File: src/rtl/thermal_shed.sv
module thermal_shed #(
  parameter int TW     = 8,
  parameter int N_DIG  = 4,
  parameter int N_CUR  = 2,
  parameter int N_VOLT = 2
) (
  input  logic              clk,
  input  logic              rst_n,
  input  logic [TW-1:0]     temp_code,
  input  logic              temp_vld,
  input  logic [TW-1:0]     lvl_trip1,
  input  logic [TW-1:0]     lvl_trip2,
  input  logic [TW-1:0]     lvl_resume,
  input  logic              stage2_inhibit,
  input  logic [N_DIG-1:0]  dig_nosat,
  input  logic [N_CUR-1:0]  cur_nosat,
  input  logic [N_VOLT-1:0] volt_nosat,
  output logic [N_DIG-1:0]  dig_off,
  output logic [N_CUR-1:0]  cur_off,
  output logic [N_VOLT-1:0] volt_off,
  output logic              ot_flag
);
  localparam int NCH = N_DIG + N_CUR + N_VOLT;

  logic [NCH-1:0] nosat_all, ch_lat, off_all;
  logic           hot1_q, s2_lat;
  logic           at_trip1, at_trip2, below_res, trip1_now, resume_now;

  assign nosat_all  = {volt_nosat, cur_nosat, dig_nosat};
  assign at_trip1   = temp_code >= lvl_trip1;
  assign at_trip2   = temp_code >= lvl_trip2;
  assign below_res  = temp_code <  lvl_resume;
  assign resume_now = temp_vld && below_res;
  assign trip1_now  = temp_vld ? at_trip1 : hot1_q;

  always_ff @(posedge clk or negedge rst_n) begin
    if (!rst_n) begin
      hot1_q <= 1'b0;
      ch_lat <= '0;
      s2_lat <= 1'b0;
    end else begin
      if (temp_vld) hot1_q <= at_trip1;
      if (resume_now) ch_lat <= '0;
      else            ch_lat <= ch_lat | (nosat_all & {NCH{trip1_now}});
      if (stage2_inhibit)          s2_lat <= 1'b0;
      else if (resume_now)         s2_lat <= 1'b0;
      else if (temp_vld && at_trip2) s2_lat <= 1'b1;
    end
  end

  assign off_all  = s2_lat ? {NCH{1'b1}} : ch_lat;
  assign dig_off  = off_all[N_DIG-1:0];
  assign cur_off  = off_all[N_DIG +: N_CUR];
  assign volt_off = off_all[N_DIG+N_CUR +: N_VOLT];
  assign ot_flag  = |off_all;

  AST_RESUME_RELEASES: assert property (@(posedge clk) disable iff (!rst_n)
    resume_now |=> (ot_flag == 1'b0));

  AST_STAGE2_ALL_OFF: assert property (@(posedge clk) disable iff (!rst_n)
    (temp_vld && at_trip2 && !below_res && !stage2_inhibit) |=>
      (&dig_off && &cur_off && &volt_off));

  AST_STAGE1_FLAGGED_OFF: assert property (@(posedge clk) disable iff (!rst_n)
    (temp_vld && at_trip1 && !below_res) |=>
      (({volt_off, cur_off, dig_off} & $past(nosat_all)) == $past(nosat_all)));

  AST_OFF_HOLDS: assert property (@(posedge clk) disable iff (!rst_n)
    (!temp_vld && !stage2_inhibit) |=>
      (($past({volt_off, cur_off, dig_off}) & ~{volt_off, cur_off, dig_off}) == '0));

  AST_QUIET_UNTIL_SAMPLE: assert property (@(posedge clk) disable iff (!rst_n)
    $rose(ot_flag) |-> ($past(temp_vld) || $past(hot1_q)));

  AST_INHIBIT_NO_STAGE2: assert property (@(posedge clk) disable iff (!rst_n)
    stage2_inhibit |=> (({volt_off, cur_off, dig_off} & ~$past(ch_lat | nosat_all)) == '0));
endmodule

File: config.mk
export PLATFORM = sky130hd
export DESIGN_NAME = thermal_shed
export DESIGN_NICKNAME = d
export VERILOG_FILES = /design/src/rtl/thermal_shed.sv
export SDC_FILE = /design/constraint.sdc
export NUM_CORES = 1
export LEC_CHECK = 0
export CORE_MARGIN = 5
export CORE_UTILIZATION = 42
export DETAILED_ROUTE_END_ITERATION = 7
export GPL_ROUTABILITY_DRIVEN = 1
export PLACE_DENSITY = 0.88
export SLEW_MARGIN = 0
export SYNTH_ARGS = -nofsm -noshare
export SYNTH_HDL_FRONTEND = slang
export SYNTH_SLANG_ARGS = --single-unit
File: constraint.sdc
create_clock -name clk -period 2.7 [get_ports clk]
set_clock_uncertainty 0.2 [all_clocks]
set_input_delay 0.54 -clock clk [delete_from_list [all_inputs] [get_ports clk]]
set_output_delay 0.54 -clock clk [all_outputs]
set_load 0.005 [all_outputs]
; ---- Word-level counts from Yosys, hierarchy flattened
; Index checks and enable logic that the tools add are counted.
[classes]
magnitude_cmp = 3
bitwise = 2
mux = 6
reduce_logical = 4
[op_table]
columns = operator, n
row1 = >= comparator 8 bit, 2
row2 = two-way mux 8 bit, 2
row3 = bitwise AND 8 bit, 1
row4 = < comparator 8 bit, 1
row5 = OR 8 bit, 1
row6 = OR reduction 8 bit, 1
row7 = two-way mux 1 bit, 4
row8 = nonzero test 3 bit, 1
row9 = logical AND 1 bit, 2
[totals]
input_bits = 44
regBits = 10

; ---- Logic depth before layout (Yosys ltp)
; Gate-level depths: netlist of run 1.
[logic_depth]
word_depth = 5
depth_mapped = 7
ltp_nobuf = 7

; ---- Worst setup path before layout of run 1
; OpenSTA, ideal clock, no wires.
[synth_path]
path_type = input to register
startpoint = in lvl_resume[5]
endpoint = reg s2_lat
t_arrival_ns = 1.827
path_stages = 7
required_ns = 2.360
setup_slack_ns = 0.533
cell_sequence = inv_1 ha_1 a21o_1 a221oi_2 o21ai_1 a211oi_4 a311oi_1
[synth_via]
elab_chain_cells = 4
elab_cells_between_ends = 5
classes_between = order compare: 1 / mux: 2 / reduce/logical: 2
[synth_rtl]
columns = item, line
row1 = from (decl), 13  ; input logic [TW-1:0] lvl_resume,
row2 = < comparator 8 bit (*), 32  ; assign below_res = temp_code < lvl_resume;
row3 = logical AND 1 bit (*), 33  ; assign resume_now = temp_vld && below_res;
row4 = two-way mux 1 bit, 46  ; else if (resume_now) s2_lat <= 1'b0;
row5 = two-way mux 1 bit, 45  ; if (stage2_inhibit) s2_lat <= 1'b0;
row6 = to (signal assigned), 45
row7 = to (signal assigned), 46
row8 = to (signal assigned), 47  ; else if (temp_vld && at_trip2) s2_lat <= 1'b1;
row9 = to (decl), 26  ; logic hot1_q, s2_lat;
; Mark *: on every way between the ends. The rest lies on a longest branch, timed or not.
; A chain may end at the register's enable or synchronous reset.

; ---- Worst setup path after layout of run 1
[layout_path]
startpoint = in temp_code[6]
endpoint = reg ch_lat[7]
[layout_via]
elab_chain_cells = 5
elab_cells_between_ends = 7
classes_between = order compare: 2 / mux: 2 / bitwise: 2 / reduce/logical: 1
[layout_rtl]
columns = item, line
row1 = from (decl), 9  ; input logic [TW-1:0] temp_code,
row2 = >= comparator 8 bit, 30  ; assign at_trip1 = temp_code >= lvl_trip1;
row3 = two-way mux 1 bit, n/a
row4 = bitwise AND 8 bit, 44  ; else ch_lat <= ch_lat | (nosat_all & {NCH{trip1_now}});
row5 = OR 8 bit, 44
row6 = two-way mux 8 bit (*), 43  ; if (resume_now) ch_lat <= '0;
row7 = to (signal assigned), 44
row8 = to (decl), 25  ; logic [NCH-1:0] nosat_all, ch_lat, off_all;
; Marked as above.

==> flow_metrics.py, run 1 <==
metrics = {
    "clock_network": {
        "clock_latency_ns": 0.27,
        "ctsHoldBuffers": 0,
        "cts_root_buffer": "clkbuf_4",
        "cts_buffers": 3,
        "cts_tree": "built",
        "cts_setup_buffers": 0,
        "clk_path_buf_depth": 2,
        "cts_htree_levels": 1,
        "ctsResizeCount": 0,
        "cts.sinks": 10,
        "clk_pin_slew_ns": 0.06,
    },
    "setup_path": {
        "startpoint": "temp_code[6]",
        "path_class": "in2reg",
        "rr_worst_depth": 5,
        "worstPathCellList": "clkdlybuf4s50_1, ha_1, and3_1, a221oi_2, o21ai_1, a211oi_4, nor2_1",
        "cpMaxStageDelayCell": "clkdlybuf4s50_1",
        "crit_fanout": 9,
        "cp.required_ns": 2.64,
        "worst_r2r_startpoint": "hot1_q",
        "worstPathArrival_ns": 2.48,
        "cp-start-kind": "primary input",
        "slowest_delay_ns": 0.48,
        "end_kind": "register",
    },
    "grt": {
        "grt_pass1_wl_microns": 4300,
        "antenna_found_initial": 0,
        "grt_pass1_vias": 1036,
        "grt_max_degree": 11,
        "grtUsageTotal_pct": 16.4,
        "grt_overflow": 0,
    },
    "timing": {
        "finalCritPeriodShare_pct": 94.2,
        "worst_slew_pin_slew_ns": 0.444,
        "setup_viol_count_final": 0,
        "period_needed_ns": 2.54,
        "setup_slack_ns": 0.156,
        "hold_viol": 0,
        "grt_setup_unrepaired": "no",
        "max_freq_ghz": 0.393,
        "relSlewSlack_pct": 70.3,
        "maxSlewViolCount": 0,
        "hold_slack_ns": 0.323,
    },
    "logic_synthesis": {
        "ys.flop_type": "dfrtp_1",
        "yosys-top-cells-count": "inv_1, ha_1, nor2_1",
        "synthTopCellsByArea": "ha_1, dfrtp_1, inv_1",
        "ys.warnings.count": 0,
        "yosys.area.top_type": "ha_1",
        "synth_area_sq_um": 995,
        "synth_edf_count": 0,
        "ys_ff_latch": 10,
        "syn_inst": 114,
        "synth.most_common_cell": "inv_1",
        "synthDistinctLibCells": 26,
        "syn-num-nets": 181,
        "synth-async-reset-ratio_pct": 100,
        "ys_seq_area_share_pct": 25.2,
        "syn_avg_cell_area_sq_um": 8.73,
        "synth_top_cell_area_share_pct": 28.9,
    },
    "finish": {
        "final_layout_size_suffix_gt1_share_pct": 11.0,
        "synthToLayoutAreaGrowth_pct": 61.1,
        "final_cells": 201,
        "antenna_cells": 0,
        "layout.nets": 242,
        "final_util_pct": 71.8,
    },
    "place": {
        "dp_slack_ns": -0.122,
        "dp_cells": 198,
        "gp_congestion": 0.790,
        "io_buffers": 52,
        "detailedPlacementHpwl_microns": 2430,
    },
    "route": {
        "dr.pass1.iters": 5,
        "postRouteAntennaNets": 0,
        "vias": 1026,
        "detail_route.wl_per_cell_microns": 13.6,
        "drtIter0Drc": 24,
        "drcViolationCount": 0,
        "routed_via_density": 5.10,
        "totalWireLength_microns": 2740,
    },
    "floorplanning": {
        "core_area_sq_um": 2230,
        "placementRows": 17,
        "die_x_microns": 58.7,
        "start_util_pct": 44.5,
        "die_area_sq_um": 3440,
        "io_pins": 53,
        "die_h_microns": 58.7,
    },
    "min_path": {
        "hold_start": "ch_lat[6]",
        "whs_path_depth": 2,
        "worstHoldPathType": "reg2reg",
    },
    "power": {
        "finalPower_uw": 566,
        "ir_drop_mv": 0.234,
        "power_density_nw_per_um2": 353,
        "leakagePower_uw": 0.000800,
    },
    "run": {
        "drv_cap": 0,
    },
    "run_status": {
        "status": "complete, no violations",
    },
}
layout by cell type, fill, tap and decap left out, drive strengths merged, types with 2 or more instances in the layout:
master / synthesis / routed
a211oi: 2 / 2
a21o: 2 / 2
a21oi: 10 / 10
and4: 2 / 2
buf: 0 / 4
clkbuf: 0 / 3
clkdlybuf4s50: 0 / 52
dfrtp: 10 / 10
ha: 23 / 23
inv: 24 / 24
nor2: 12 / 12
nor3: 2 / 2
o211ai: 2 / 2
o21ai: 5 / 5
or2: 8 / 8
logic make-up (layout without fill, tap and decap cells):
| group | count (synthesis) | count (layout) | share of synthesized area (%) |
|---|---|---|---|
| buf+inv | 24 | 83 | 9.06 |
| simple gates | 30 | 30 | 16.4 |
| flops | 10 | 10 | 25.2 |
| fa+ha+maj | 23 | 23 | 28.9 |
| compound gates | 27 | 27 | 20.5 |
state kept, by name (all words and copies together) (netlist names):
name,count
s2_lat,1
hot1_q,1
ch_lat,8
critical path: cells and delay by family:
family,cells,cell delay (ns)
buf+inv,1,0.48
simple gates,2,0.31
compound gates,3,0.80
fa+ha+maj,1,0.33
worst paths after layout:
| check | end | slack (ns) |
|---|---|---|
| setup / recovery | ch_lat[7] | 0.16 |
| hold / removal | ch_lat[6] | 0.32 |
| setup reg to reg | ch_lat[6] | 1.27 |
| hold reg to reg | ch_lat[6] | 0.32 |
| max in group asynchronous | ch_lat[3] | 1.61 |
| min in group asynchronous | ch_lat[2] | 0.38 |
where the power goes:
part | switching, uW | internal (uW)
sequential | 17.7 | 175
combinational | 103 | 168
clock | 49.8 | 51.5
through the flow:
stage	setup TNS [ns]	area, sq um
final	0	1600
after global routing	0	1600
after CTS	0	1600
after detailed placement	-1.02	1580
after global placement	-0.376	1580
after floorplan	0	995
per-layer routing:
| layer | routed length [microns] | part of all wire (%) | track usage [%] | up-vias |
|---|---|---|---|---|
| met2 | 1500 | 55 | 33.3 | 38 |
| met1 | 1020 | 37 | 16.4 | 462 |
| met4 | 57 | 2.1 | 5.83 | 0 |
| met3 | 161 | 5.9 | 2.63 | 10 |
| met5 | 0 | 0 | 0 | - |
| li1 | - | - | - | 516 |
layout make-up:
cell class | count | area [sq um]
flip-flops and latches | 10 | 250
fillers | 174 | 631
repair buffers | 56 | 551
inverters | 24 | 90.1
clock buffers | 3 | 22.5
well taps | 28 | 35.0
multi-input cells | 80 | 654
Power figures use the tool's default switching activity.
==> run 2: changes to the inputs <==
--- a/config.mk
+++ b/config.mk
@@ -7,6 +7,7 @@
 export LEC_CHECK = 0
 export CORE_MARGIN = 5
 export CORE_UTILIZATION = 42
+export CTS_CLUSTER_DIAMETER = 200
 export DETAILED_ROUTE_END_ITERATION = 7
 export GPL_ROUTABILITY_DRIVEN = 1
 export PLACE_DENSITY = 0.88
==> results of run 2 <==
Final layout, timing and power as in run 1 (identical DEF).
==> run 3: changes to the inputs <==
--- a/config.mk
+++ b/config.mk
@@ -8,6 +8,7 @@
 export CORE_MARGIN = 5
 export CORE_UTILIZATION = 42
 export CTS_CLUSTER_DIAMETER = 200
+export CTS_CLUSTER_SIZE = 28
 export DETAILED_ROUTE_END_ITERATION = 7
 export GPL_ROUTABILITY_DRIVEN = 1
 export PLACE_DENSITY = 0.88
==> results of run 3 <==
Final layout, timing and power as in run 1 (identical DEF).
